[src/rtl/qbr_pkg.sv]
package qbr_pkg;
    localparam int DLY_W      = 4;
    localparam int TAPS       = 1 << DLY_W;
    localparam int CMD_BITS   = 8;
    localparam int ADDR_BITS  = 24;
    localparam int HDR_BITS   = CMD_BITS + ADDR_BITS;
    localparam int DUMMY_CLKS = 8;
    localparam logic [CMD_BITS-1:0] READ_OP = 8'h6B;

    typedef enum logic [2:0] {
        X_IDLE, X_CMD, X_ADDR, X_DUMMY, X_DATA, X_DRAIN, X_GAP
    } xfer_state_t;

    typedef enum logic [2:0] {
        C_IDLE, C_CAL_RUN, C_CAL_NEXT, C_MAIN_RUN, C_FINISH
    } ctl_state_t;
endpackage

[src/rtl/qbr_xfer.sv]
module qbr_xfer
    import qbr_pkg::*;
#(
    parameter int HALF_DIV = 2,
    parameter int CNT_W    = 16
) (
    input  logic             clk,
    input  logic             rst_n,
    input  logic             go,
    input  logic [CNT_W-1:0] nbytes,
    output logic             sclk,
    output logic             cs_n,
    output logic [3:0]       io_out,
    output logic [3:0]       io_oe,
    output logic             launch,
    output logic             fin
);
    localparam int PH_W = (2 * HALF_DIV > 2) ? $clog2(2 * HALF_DIV) : 1;
    localparam int SC_W = (CNT_W + 1 > 6) ? CNT_W + 1 : 6;
    localparam logic [PH_W-1:0] PH_LAST = PH_W'(2 * HALF_DIV - 1);
    localparam logic [PH_W-1:0] PH_HALF = PH_W'(HALF_DIV);

    xfer_state_t state_q, state_d;
    logic [PH_W-1:0]     ph_q;
    logic [SC_W-1:0]     sc_q;
    logic [SC_W-1:0]     nib_last_q;
    logic [HDR_BITS-1:0] sh_q;
    logic                slot_end;

    assign slot_end = (ph_q == PH_LAST);

    always_ff @(posedge clk or negedge rst_n) begin
        if (!rst_n) state_q <= X_IDLE;
        else        state_q <= state_d;
    end

    always_comb begin
        state_d = state_q;
        unique case (state_q)
            X_IDLE:  if (go) state_d = X_CMD;
            X_CMD:   if (slot_end && sc_q == SC_W'(CMD_BITS - 1)) state_d = X_ADDR;
            X_ADDR:  if (slot_end && sc_q == SC_W'(ADDR_BITS - 1)) state_d = X_DUMMY;
            X_DUMMY: if (slot_end && sc_q == SC_W'(DUMMY_CLKS - 1)) state_d = X_DATA;
            X_DATA:  if (slot_end && sc_q == nib_last_q) state_d = X_DRAIN;
            X_DRAIN: if (sc_q == SC_W'(TAPS - 1)) state_d = X_GAP;
            X_GAP:   if (slot_end) state_d = X_IDLE;
            default: state_d = X_IDLE;
        endcase
    end

    always_ff @(posedge clk or negedge rst_n) begin
        if (!rst_n) begin
            ph_q       <= '0;
            sc_q       <= '0;
            nib_last_q <= '0;
            sh_q       <= '0;
        end else begin
            if (state_q == X_IDLE && go) begin
                sh_q       <= {READ_OP, {ADDR_BITS{1'b0}}};
                nib_last_q <= SC_W'({nbytes, 1'b0}) - SC_W'(1);
            end else if ((state_q == X_CMD || state_q == X_ADDR) && slot_end) begin
                sh_q <= sh_q << 1;
            end
            if (state_d != state_q) begin
                ph_q <= '0;
                sc_q <= '0;
            end else if (state_q == X_DRAIN) begin
                sc_q <= sc_q + SC_W'(1);
            end else if (state_q != X_IDLE) begin
                ph_q <= slot_end ? '0 : ph_q + PH_W'(1);
                if (slot_end) sc_q <= sc_q + SC_W'(1);
            end
        end
    end

    always_comb begin
        cs_n   = (state_q == X_IDLE) || (state_q == X_GAP);
        sclk   = (state_q inside {X_CMD, X_ADDR, X_DUMMY, X_DATA}) && (ph_q >= PH_HALF);
        io_oe  = {3'b000, (state_q == X_CMD) || (state_q == X_ADDR)};
        io_out = {3'b000, io_oe[0] & sh_q[HDR_BITS-1]};
        launch = (state_q == X_DATA) && (ph_q == '0);
        fin    = (state_q == X_GAP) && slot_end;
    end

    localparam int HR_W = $clog2(2 * HALF_DIV + 1) + 1;
    localparam logic [HR_W-1:0] HR_LIM = HR_W'(2 * HALF_DIV);
    logic [7:0]      rise_cnt_q;
    logic            sclk_q;
    logic [HR_W-1:0] hi_run_q;

    always_ff @(posedge clk or negedge rst_n) begin
        if (!rst_n) begin
            rise_cnt_q <= '0;
            sclk_q     <= 1'b0;
            hi_run_q   <= HR_LIM;
        end else begin
            sclk_q <= sclk;
            if (cs_n) rise_cnt_q <= '0;
            else if (sclk && !sclk_q && rise_cnt_q != 8'hFF) rise_cnt_q <= rise_cnt_q + 8'd1;
            if (!cs_n) hi_run_q <= '0;
            else if (hi_run_q < HR_LIM) hi_run_q <= hi_run_q + HR_W'(1);
        end
    end

    assert_hdr_len_R1: assert property (@(posedge clk) disable iff (!rst_n)
        $fell(io_oe[0]) |-> rise_cnt_q == 8'd32);
    assert_dummy_before_data_R2: assert property (@(posedge clk) disable iff (!rst_n)
        launch |-> rise_cnt_q >= 8'd40);
    assert_sclk_idle_low_R3: assert property (@(posedge clk) disable iff (!rst_n)
        cs_n |-> !sclk);
    assert_cs_gap_R4: assert property (@(posedge clk) disable iff (!rst_n)
        $fell(cs_n) |-> hi_run_q >= HR_LIM);
endmodule

[src/rtl/qbr_capture.sv]
module qbr_capture
    import qbr_pkg::*;
(
    input  logic             clk,
    input  logic             rst_n,
    input  logic             clear,
    input  logic             launch,
    input  logic [DLY_W-1:0] delay,
    input  logic [3:0]       io_in,
    output logic             byte_valid,
    output logic [7:0]       byte_data
);
    logic [TAPS-2:0] strb_q;
    logic [TAPS-1:0] taps;
    logic            fire;
    logic            half_q;
    logic [3:0]      hi_q;

    assign taps = {strb_q, launch};
    assign fire = taps[delay];

    always_ff @(posedge clk or negedge rst_n) begin
        if (!rst_n) begin
            strb_q     <= '0;
            half_q     <= 1'b0;
            hi_q       <= '0;
            byte_valid <= 1'b0;
            byte_data  <= '0;
        end else begin
            byte_valid <= 1'b0;
            if (clear) begin
                strb_q <= '0;
                half_q <= 1'b0;
            end else begin
                strb_q <= {strb_q[TAPS-3:0], launch};
                if (fire) begin
                    if (!half_q) begin
                        hi_q   <= io_in;
                        half_q <= 1'b1;
                    end else begin
                        byte_data  <= {hi_q, io_in};
                        byte_valid <= 1'b1;
                        half_q     <= 1'b0;
                    end
                end
            end
        end
    end

    assert_byte_two_nibbles_R2: assert property (@(posedge clk) disable iff (!rst_n)
        byte_valid |=> !byte_valid);
endmodule

[src/rtl/qbr_window.sv]
module qbr_window
    import qbr_pkg::*;
(
    input  logic             clk,
    input  logic             rst_n,
    input  logic             clear,
    input  logic             res_valid,
    input  logic             res_pass,
    input  logic [DLY_W-1:0] res_idx,
    output logic             any_pass,
    output logic [DLY_W-1:0] pick
);
    logic [DLY_W-1:0] cur_start_q, best_start_q, run_start;
    logic [DLY_W:0]   cur_len_q, best_len_q, run_len, half_span, centre;

    assign run_len   = cur_len_q + (DLY_W+1)'(1);
    assign run_start = (cur_len_q == '0) ? res_idx : cur_start_q;
    assign half_span = (best_len_q - (DLY_W+1)'(1)) >> 1;
    assign centre    = {1'b0, best_start_q} + half_span;
    assign pick      = centre[DLY_W-1:0];
    assign any_pass  = (best_len_q != '0);

    always_ff @(posedge clk or negedge rst_n) begin
        if (!rst_n) begin
            cur_start_q  <= '0;
            cur_len_q    <= '0;
            best_start_q <= '0;
            best_len_q   <= '0;
        end else if (clear) begin
            cur_start_q  <= '0;
            cur_len_q    <= '0;
            best_start_q <= '0;
            best_len_q   <= '0;
        end else if (res_valid) begin
            if (res_pass) begin
                cur_len_q   <= run_len;
                cur_start_q <= run_start;
                if (run_len > best_len_q) begin
                    best_len_q   <= run_len;
                    best_start_q <= run_start;
                end
            end else begin
                cur_len_q <= '0;
            end
        end
    end

    assert_pass_recorded_R7: assert property (@(posedge clk) disable iff (!rst_n)
        res_valid && res_pass && !clear |=> any_pass);
endmodule

[src/rtl/qspi_boot_reader.sv]
module qspi_boot_reader
    import qbr_pkg::*;
#(
    parameter int                HALF_DIV  = 2,
    parameter int                CNT_W     = 16,
    parameter int                SIG_W     = 32,
    parameter logic [SIG_W-1:0]  SIGNATURE = 32'hA5C3_9E17
) (
    input  logic             clk,
    input  logic             rst_n,
    input  logic             start,
    input  logic [CNT_W-1:0] byte_count,
    output logic             out_valid,
    output logic [7:0]       out_data,
    output logic             done,
    output logic             cal_err,
    output logic [DLY_W-1:0] cal_delay,
    output logic             sclk,
    output logic             cs_n,
    output logic [3:0]       io_out,
    output logic [3:0]       io_oe,
    input  logic [3:0]       io_in
);
    localparam int SIG_BYTES = SIG_W / 8;
    localparam int BI_W      = $clog2(SIG_BYTES + 1);

    ctl_state_t state_q, state_d;
    logic [DLY_W-1:0] dly_q;
    logic [BI_W-1:0]  bidx_q;
    logic             miss_q, err_q;
    logic [CNT_W-1:0] cnt_q;
    logic [TAPS-1:0]  pass_mask_q;

    logic             xfer_go, xfer_fin, launch;
    logic [CNT_W-1:0] xfer_n;
    logic             res_valid, res_pass, run_clear;
    logic             cap_valid;
    logic [7:0]       cap_byte;
    logic             any_pass;
    logic [DLY_W-1:0] pick;
    logic [SIG_W-1:0] sig_cur;
    logic             last_dly;

    assign sig_cur  = SIGNATURE << {bidx_q, 3'b000};
    assign last_dly = (dly_q == {DLY_W{1'b1}});

    qbr_xfer #(.HALF_DIV(HALF_DIV), .CNT_W(CNT_W)) u_xfer (
        .clk(clk), .rst_n(rst_n), .go(xfer_go), .nbytes(xfer_n),
        .sclk(sclk), .cs_n(cs_n), .io_out(io_out), .io_oe(io_oe),
        .launch(launch), .fin(xfer_fin)
    );

    qbr_capture u_cap (
        .clk(clk), .rst_n(rst_n), .clear(xfer_go), .launch(launch),
        .delay(dly_q), .io_in(io_in), .byte_valid(cap_valid), .byte_data(cap_byte)
    );

    qbr_window u_win (
        .clk(clk), .rst_n(rst_n), .clear(run_clear), .res_valid(res_valid),
        .res_pass(res_pass), .res_idx(dly_q), .any_pass(any_pass), .pick(pick)
    );

    always_ff @(posedge clk or negedge rst_n) begin
        if (!rst_n) state_q <= C_IDLE;
        else        state_q <= state_d;
    end

    always_comb begin
        state_d   = state_q;
        xfer_go   = 1'b0;
        xfer_n    = CNT_W'(SIG_BYTES);
        res_valid = 1'b0;
        res_pass  = 1'b0;
        run_clear = 1'b0;
        unique case (state_q)
            C_IDLE: if (start) begin
                state_d   = C_CAL_RUN;
                xfer_go   = 1'b1;
                run_clear = 1'b1;
            end
            C_CAL_RUN: if (xfer_fin) begin
                res_valid = 1'b1;
                res_pass  = !miss_q && (bidx_q == BI_W'(SIG_BYTES));
                state_d   = C_CAL_NEXT;
            end
            C_CAL_NEXT: begin
                if (!last_dly) begin
                    xfer_go = 1'b1;
                    state_d = C_CAL_RUN;
                end else if (!any_pass) begin
                    state_d = C_IDLE;
                end else if (cnt_q == '0) begin
                    state_d = C_FINISH;
                end else begin
                    xfer_go = 1'b1;
                    xfer_n  = cnt_q;
                    state_d = C_MAIN_RUN;
                end
            end
            C_MAIN_RUN: if (xfer_fin) state_d = C_FINISH;
            C_FINISH:   state_d = C_IDLE;
            default:    state_d = C_IDLE;
        endcase
    end

    always_ff @(posedge clk or negedge rst_n) begin
        if (!rst_n) begin
            dly_q       <= '0;
            bidx_q      <= '0;
            miss_q      <= 1'b0;
            err_q       <= 1'b0;
            cnt_q       <= '0;
            pass_mask_q <= '0;
        end else begin
            unique case (state_q)
                C_IDLE: if (start) begin
                    dly_q       <= '0;
                    err_q       <= 1'b0;
                    cnt_q       <= byte_count;
                    bidx_q      <= '0;
                    miss_q      <= 1'b0;
                    pass_mask_q <= '0;
                end
                C_CAL_RUN: begin
                    if (cap_valid) begin
                        if (bidx_q < BI_W'(SIG_BYTES)) begin
                            if (cap_byte != sig_cur[SIG_W-1 -: 8]) miss_q <= 1'b1;
                            bidx_q <= bidx_q + BI_W'(1);
                        end else begin
                            miss_q <= 1'b1;
                        end
                    end
                    if (res_valid && res_pass) pass_mask_q[dly_q] <= 1'b1;
                end
                C_CAL_NEXT: begin
                    bidx_q <= '0;
                    miss_q <= 1'b0;
                    if (!last_dly)     dly_q <= dly_q + DLY_W'(1);
                    else if (any_pass) dly_q <= pick;
                    else               err_q <= 1'b1;
                end
                default: ;
            endcase
        end
    end

    always_comb begin
        out_valid = (state_q == C_MAIN_RUN) && cap_valid;
        out_data  = cap_byte;
        done      = (state_q == C_FINISH);
        cal_err   = err_q;
        cal_delay = dly_q;
    end

    assert_main_delay_passed_R7: assert property (@(posedge clk) disable iff (!rst_n)
        state_q == C_MAIN_RUN |-> pass_mask_q[dly_q]);
    assert_err_no_transfer_R8: assert property (@(posedge clk) disable iff (!rst_n)
        cal_err |-> cs_n && !out_valid);
endmodule

[config.mk]
export PLATFORM = sky130hd
export DESIGN_NAME = qspi_boot_reader
export DESIGN_NICKNAME = d
export VERILOG_FILES = /design/src/rtl/qbr_pkg.sv /design/src/rtl/qbr_xfer.sv /design/src/rtl/qbr_capture.sv /design/src/rtl/qbr_window.sv /design/src/rtl/qspi_boot_reader.sv
export SDC_FILE = /design/constraint.sdc
export NUM_CORES = 1
export LEC_CHECK = 0
export BUFFER_PORTS_ARGS = -buffer_cell sky130_fd_sc_hd__buf_4
export CELL_PAD_IN_SITES_DETAIL_PLACEMENT = 1
export CELL_PAD_IN_SITES_GLOBAL_PLACEMENT = 1
export CORE_UTILIZATION = 49
export CTS_BUF_LIST = sky130_fd_sc_hd__clkbuf_4 sky130_fd_sc_hd__clkbuf_8
export CTS_CLUSTER_DIAMETER = 100
export DETAILED_ROUTE_END_ITERATION = 8
export GPL_TIMING_DRIVEN = 0
export MAX_ROUTING_LAYER = met4
export PLACE_DENSITY_LB_ADDON = 0.1
export SLEW_MARGIN = 40
export SYNTH_ARGS = -nofsm -noshare
export SYNTH_HDL_FRONTEND = slang
export SYNTH_SLANG_ARGS = --single-unit
[constraint.sdc]
create_clock -name clk -period 4.8 [get_ports clk]
set_input_delay 0.48 -clock clk [delete_from_list [all_inputs] [get_ports clk]]
set_output_delay 0.48 -clock clk [all_outputs]
set_load 0.02 [all_outputs]
==> flow_metrics.env <==
export IMPL_rsz0062_at_grt="false"
export IMPL_antenna_found_initial=0
export IMPL_n_antenna_cell=0
export IMPL_worstPathArrival_ns=4.24
export IMPL_wirelength_um=16030
export IMPL_min_delay_start="byte_count[4]"
export IMPL_whs_ns=0.2566
export IMPL_cts_tree="built"
export IMPL_skew_ns=0.009396
export IMPL_fin_nets=773
export IMPL_fin_tns_setup_ns=0
export IMPL_synthDistinctLibCells=65
export IMPL_hpwl_um=11830
export IMPL_peakVddDrop_uv=309.5
export IMPL_start_util=0.5004
export IMPL_crit_top_cell="or4_4"
export IMPL_ys_ff_latch=122
export IMPL_clk_latency_ns=0.45
export IMPL_crit_fanout=6
export IMPL_synth_warnings=0
export IMPL_hold_viol_final=0
export IMPL_yosys_area_top_type_share=0.4626
export IMPL_avgSynthCellArea_um2=10.08
export IMPL_cp_slowest_cell="or4_2"
export IMPL_drc=0
export IMPL_worst_hold_path_endpoint="cnt_q[4]"
export IMPL_status="finished clean"
export IMPL_core_area_mm2=0.01319
export IMPL_grt_use_total=0.2580
export IMPL_synth_cell_area_mm2=0.006600
export IMPL_hold_class="primary input to register"
export IMPL_ctsResizeCount=0
export IMPL_p_leak_nw=3.391
export IMPL_yosys_most_used_dff="dfrtp_1"
export IMPL_slew_viol_final=0
export IMPL_pin_count=48
export IMPL_gp_congestion=0.8235
export IMPL_clock_tree_buffer_depth=2
export IMPL_drt_pass1_iterations=4
export IMPL_drtIter0Drc=240
export IMPL_finalSetupViolCount=0
export IMPL_async_flop_share=1.000
export IMPL_rr_endpoint="u_xfer.nib_last_q[15]"
export IMPL_yosys_top_cells_area="dfrtp_1 46%, xnor2_1 5.8%, mux2_2 5.1%"
export IMPL_start_kind="register"
export IMPL_fin_crit_ns=3.887
export IMPL_syn2layout_area_growth_pct=15.13
export IMPL_dieHeight_um=118.1
export IMPL_vias_per_cell=5.508
export IMPL_cpPeakStageDelay_ns=0.69
export IMPL_clk_pin_slew_ns=0.07
export IMPL_worstSetupEndpointType="register"
export IMPL_ys_seq_area_frac=0.4626
export IMPL_synth_edff_count=0
export IMPL_wl_per_cell_um=17.57
export IMPL_required_ns=5.15
export IMPL_synth_cells=655
export IMPL_tightest_slew_ns=0.6808
export IMPL_crit_type="register to register"
export IMPL_rr_worst_depth=11
export IMPL_slew_limit_headroom=0.5449
export IMPL_grt_first_pass_wirelength_um=27180
export IMPL_grt_max_degree=70
export IMPL_clock_fmax_mhz=257.3
export IMPL_p_total_mw=2.577
export IMPL_grt_overflow_total=0
export IMPL_synth_largest_area_cell="dfrtp_1"
export IMPL_die_area_mm2=0.01394
export IMPL_p_per_area_mw_per_mm2=339.2
export IMPL_die_w_um=118.1
export IMPL_r2r_setup_slack_ns=0.91
export IMPL_min_path_cells=2
export IMPL_layout_drive_gt1_share=0.1793
export IMPL_root_buffer="clkbuf_8"
export IMPL_cts_made_buffers=17
export IMPL_antenna_left=0
export IMPL_clock_sinks=122
export IMPL_grt_pass1_vias=5411
export IMPL_drv_cap=0
export IMPL_vias=5023
export IMPL_port_buffers=41
export IMPL_post_route_period_util=0.8098
export IMPL_cts_htree_levels=4
export IMPL_num_rows=42
export IMPL_timing_rr_start="cnt_q[2]"
export IMPL_cp_cell_sequence="or4_4, or4_4, o21a_1, and2_1, nand2_1, ha_1, inv_1, or4_2, nor4_1, xnor2_1, o31ai_1"
-- layout by cell type (no fill, tap or decap), types with 3 or more instances in the layout --
cell	count
dfrtp_1	122
o22ai_1	3
and3_1	5
nor3b_1	7
inv_1	23
o31ai_1	15
nor3_1	13
a21oi_1	19
ha_1	26
buf_4	47
o211ai_1	3
xor2_1	18
clkbuf_8	21
a21o_1	4
nand3b_1	3
and2_1	17
nand4_1	7
clkbuf_4	4
conb_1	6
clkbuf_1	27
nand3_1	30
nand2_1	54
clkinv_2	4
nor2_1	66
or3_1	3
nor2b_1	4
or4_4	3
a211oi_1	6
nand2b_1	7
mux2i_1	20
o21a_1	3
o21ai_0	18
xnor2_1	44
mux2_2	30
nor4_1	10
-- layout make-up --
type / count / area (um^2)
multi-input combinational: 479 / 3334
inverter: 23 / 86.33
sequential: 122 / 3053
buffer: 36 / 160.2
timing repair buffer: 44 / 360.3
tap: 176 / 220.2
clock inverter: 7 / 65.06
fill: 1502 / 5592
clock buffer: 25 / 319.1
-- routing by layer --
| metal | part of all wire | wire length [um] | vias up | global-route usage |
|---|---|---|---|---|
| met5 | 0 | 0 | - | - |
| met4 | 0.016 | 258 | 0 | 0.07772 |
| met3 | 0.027 | 434 | 23 | 0.06056 |
| met2 | 0.52 | 8381 | 56 | 0.4412 |
| met1 | 0.43 | 6952 | 2538 | 0.3007 |
| li1 | - | - | 2406 | - |
-- worst max-delay path: cells and delay by family (launching register included) --
family	cells	cell delay (ns)
AO/OA/AOI/OAI	2	0.50
XOR/XNOR	1	0.14
adder cells (fa/ha/maj)	1	0.16
buffers and inverters	1	0.07
flip-flops	1	0.43
AND/OR/NAND/NOR	6	2.48
-- where the power goes --
| part | internal (mW) | total, mW | leakage [nW] | switching (mW) |
|---|---|---|---|---|
| clock | 0.483 | 0.888 | 0.199 | 0.405 |
| combinational | 0.217 | 0.447 | 1.67 | 0.230 |
| sequential | 1.15 | 1.24 | 1.52 | 0.0963 |
-- through the flow --
| step | worst slack (ns) | cells | cell area, um^2 | util |
|---|---|---|---|---|
| after floorplan | 1.379 | 660 | 6619 | - |
| after global placement | 1.018 | 877 | 7147 | 0.5418 |
| after detailed placement | 0.8732 | 879 | 7196 | 0.5455 |
| after CTS | 0.8573 | 912 | 7590 | 0.5754 |
| after global routing | 0.6873 | 912 | 7599 | 0.5761 |
| final | 0.9129 | 912 | 7599 | 0.5761 |
-- repair_timing --
item	in CTS	in global routing
hold buffers	1	0
setup buffers	0	0
endpoints found under the hold margin	53	0
-- logic make-up (layout without fill, tap and decap cells) --
group / count (synthesis) / after routing / synth area share
buffers and inverters: 59 / 135 / 0.03735
AND/OR/NAND/NOR: 243 / 243 / 0.1881
other: 1 / 6 / 0.0005682
flip-flops: 122 / 122 / 0.4626
AO/OA/AOI/OAI: 90 / 90 / 0.09194
multiplexers: 51 / 51 / 0.08493
adder cells (fa/ha/maj): 27 / 27 / 0.05232
XOR/XNOR: 62 / 62 / 0.08227
-- cell usage after synthesis (all sizes together) (3+ instances only) --
library cell  instances
and2                 17
a21o                  4
nor3b                 7
nor4                 10
a211oi                7
inv                  23
nor2                 67
and3                  5
o21ai                19
o31ai                16
nand4                 7
nand2                54
mux2                 30
o22ai                 3
ha                   26
a21oi                19
xor2                 18
nand3                31
o21a                  3
o211ai                3
dfrtp               122
mux2i                20
nand2b                7
buf                   9
nor3                 13
nor2b                 4
or4                   6
or3                   5
clkbuf               27
nand3b                3
xnor2                44
-- worst max path at each step --
stage	start	endpoint	slack (ns)	cells after the start
after CTS	cnt_q[2]	u_xfer.nib_last_q[15]	0.86	11
after global routing	cnt_q[2]	u_xfer.nib_last_q[15]	0.69	11
after global placement	cnt_q[2]	u_xfer.nib_last_q[15]	1.02	11
after floorplan	cnt_q[2]	u_xfer.nib_last_q[15]	1.38	11
final	cnt_q[2]	u_xfer.nib_last_q[15]	0.91	11
after detailed placement	cnt_q[2]	u_xfer.nib_last_q[15]	0.87	11
-- flip-flops by register name, summed over array words and instances (netlist names), 4 cells and up --
register and cells:
cal_delay 4, cnt_q 16, u_cap.byte_data 8, u_cap.hi_q 4
u_cap.strb_q 15, u_win.best_len_q 5, u_win.best_start_q 4, u_win.cur_len_q 5
u_win.cur_start_q 4, u_xfer.nib_last_q 17, u_xfer.sc_q 17, u_xfer.sh_q 8
Note: power is estimated with default switching activity, not from simulation.
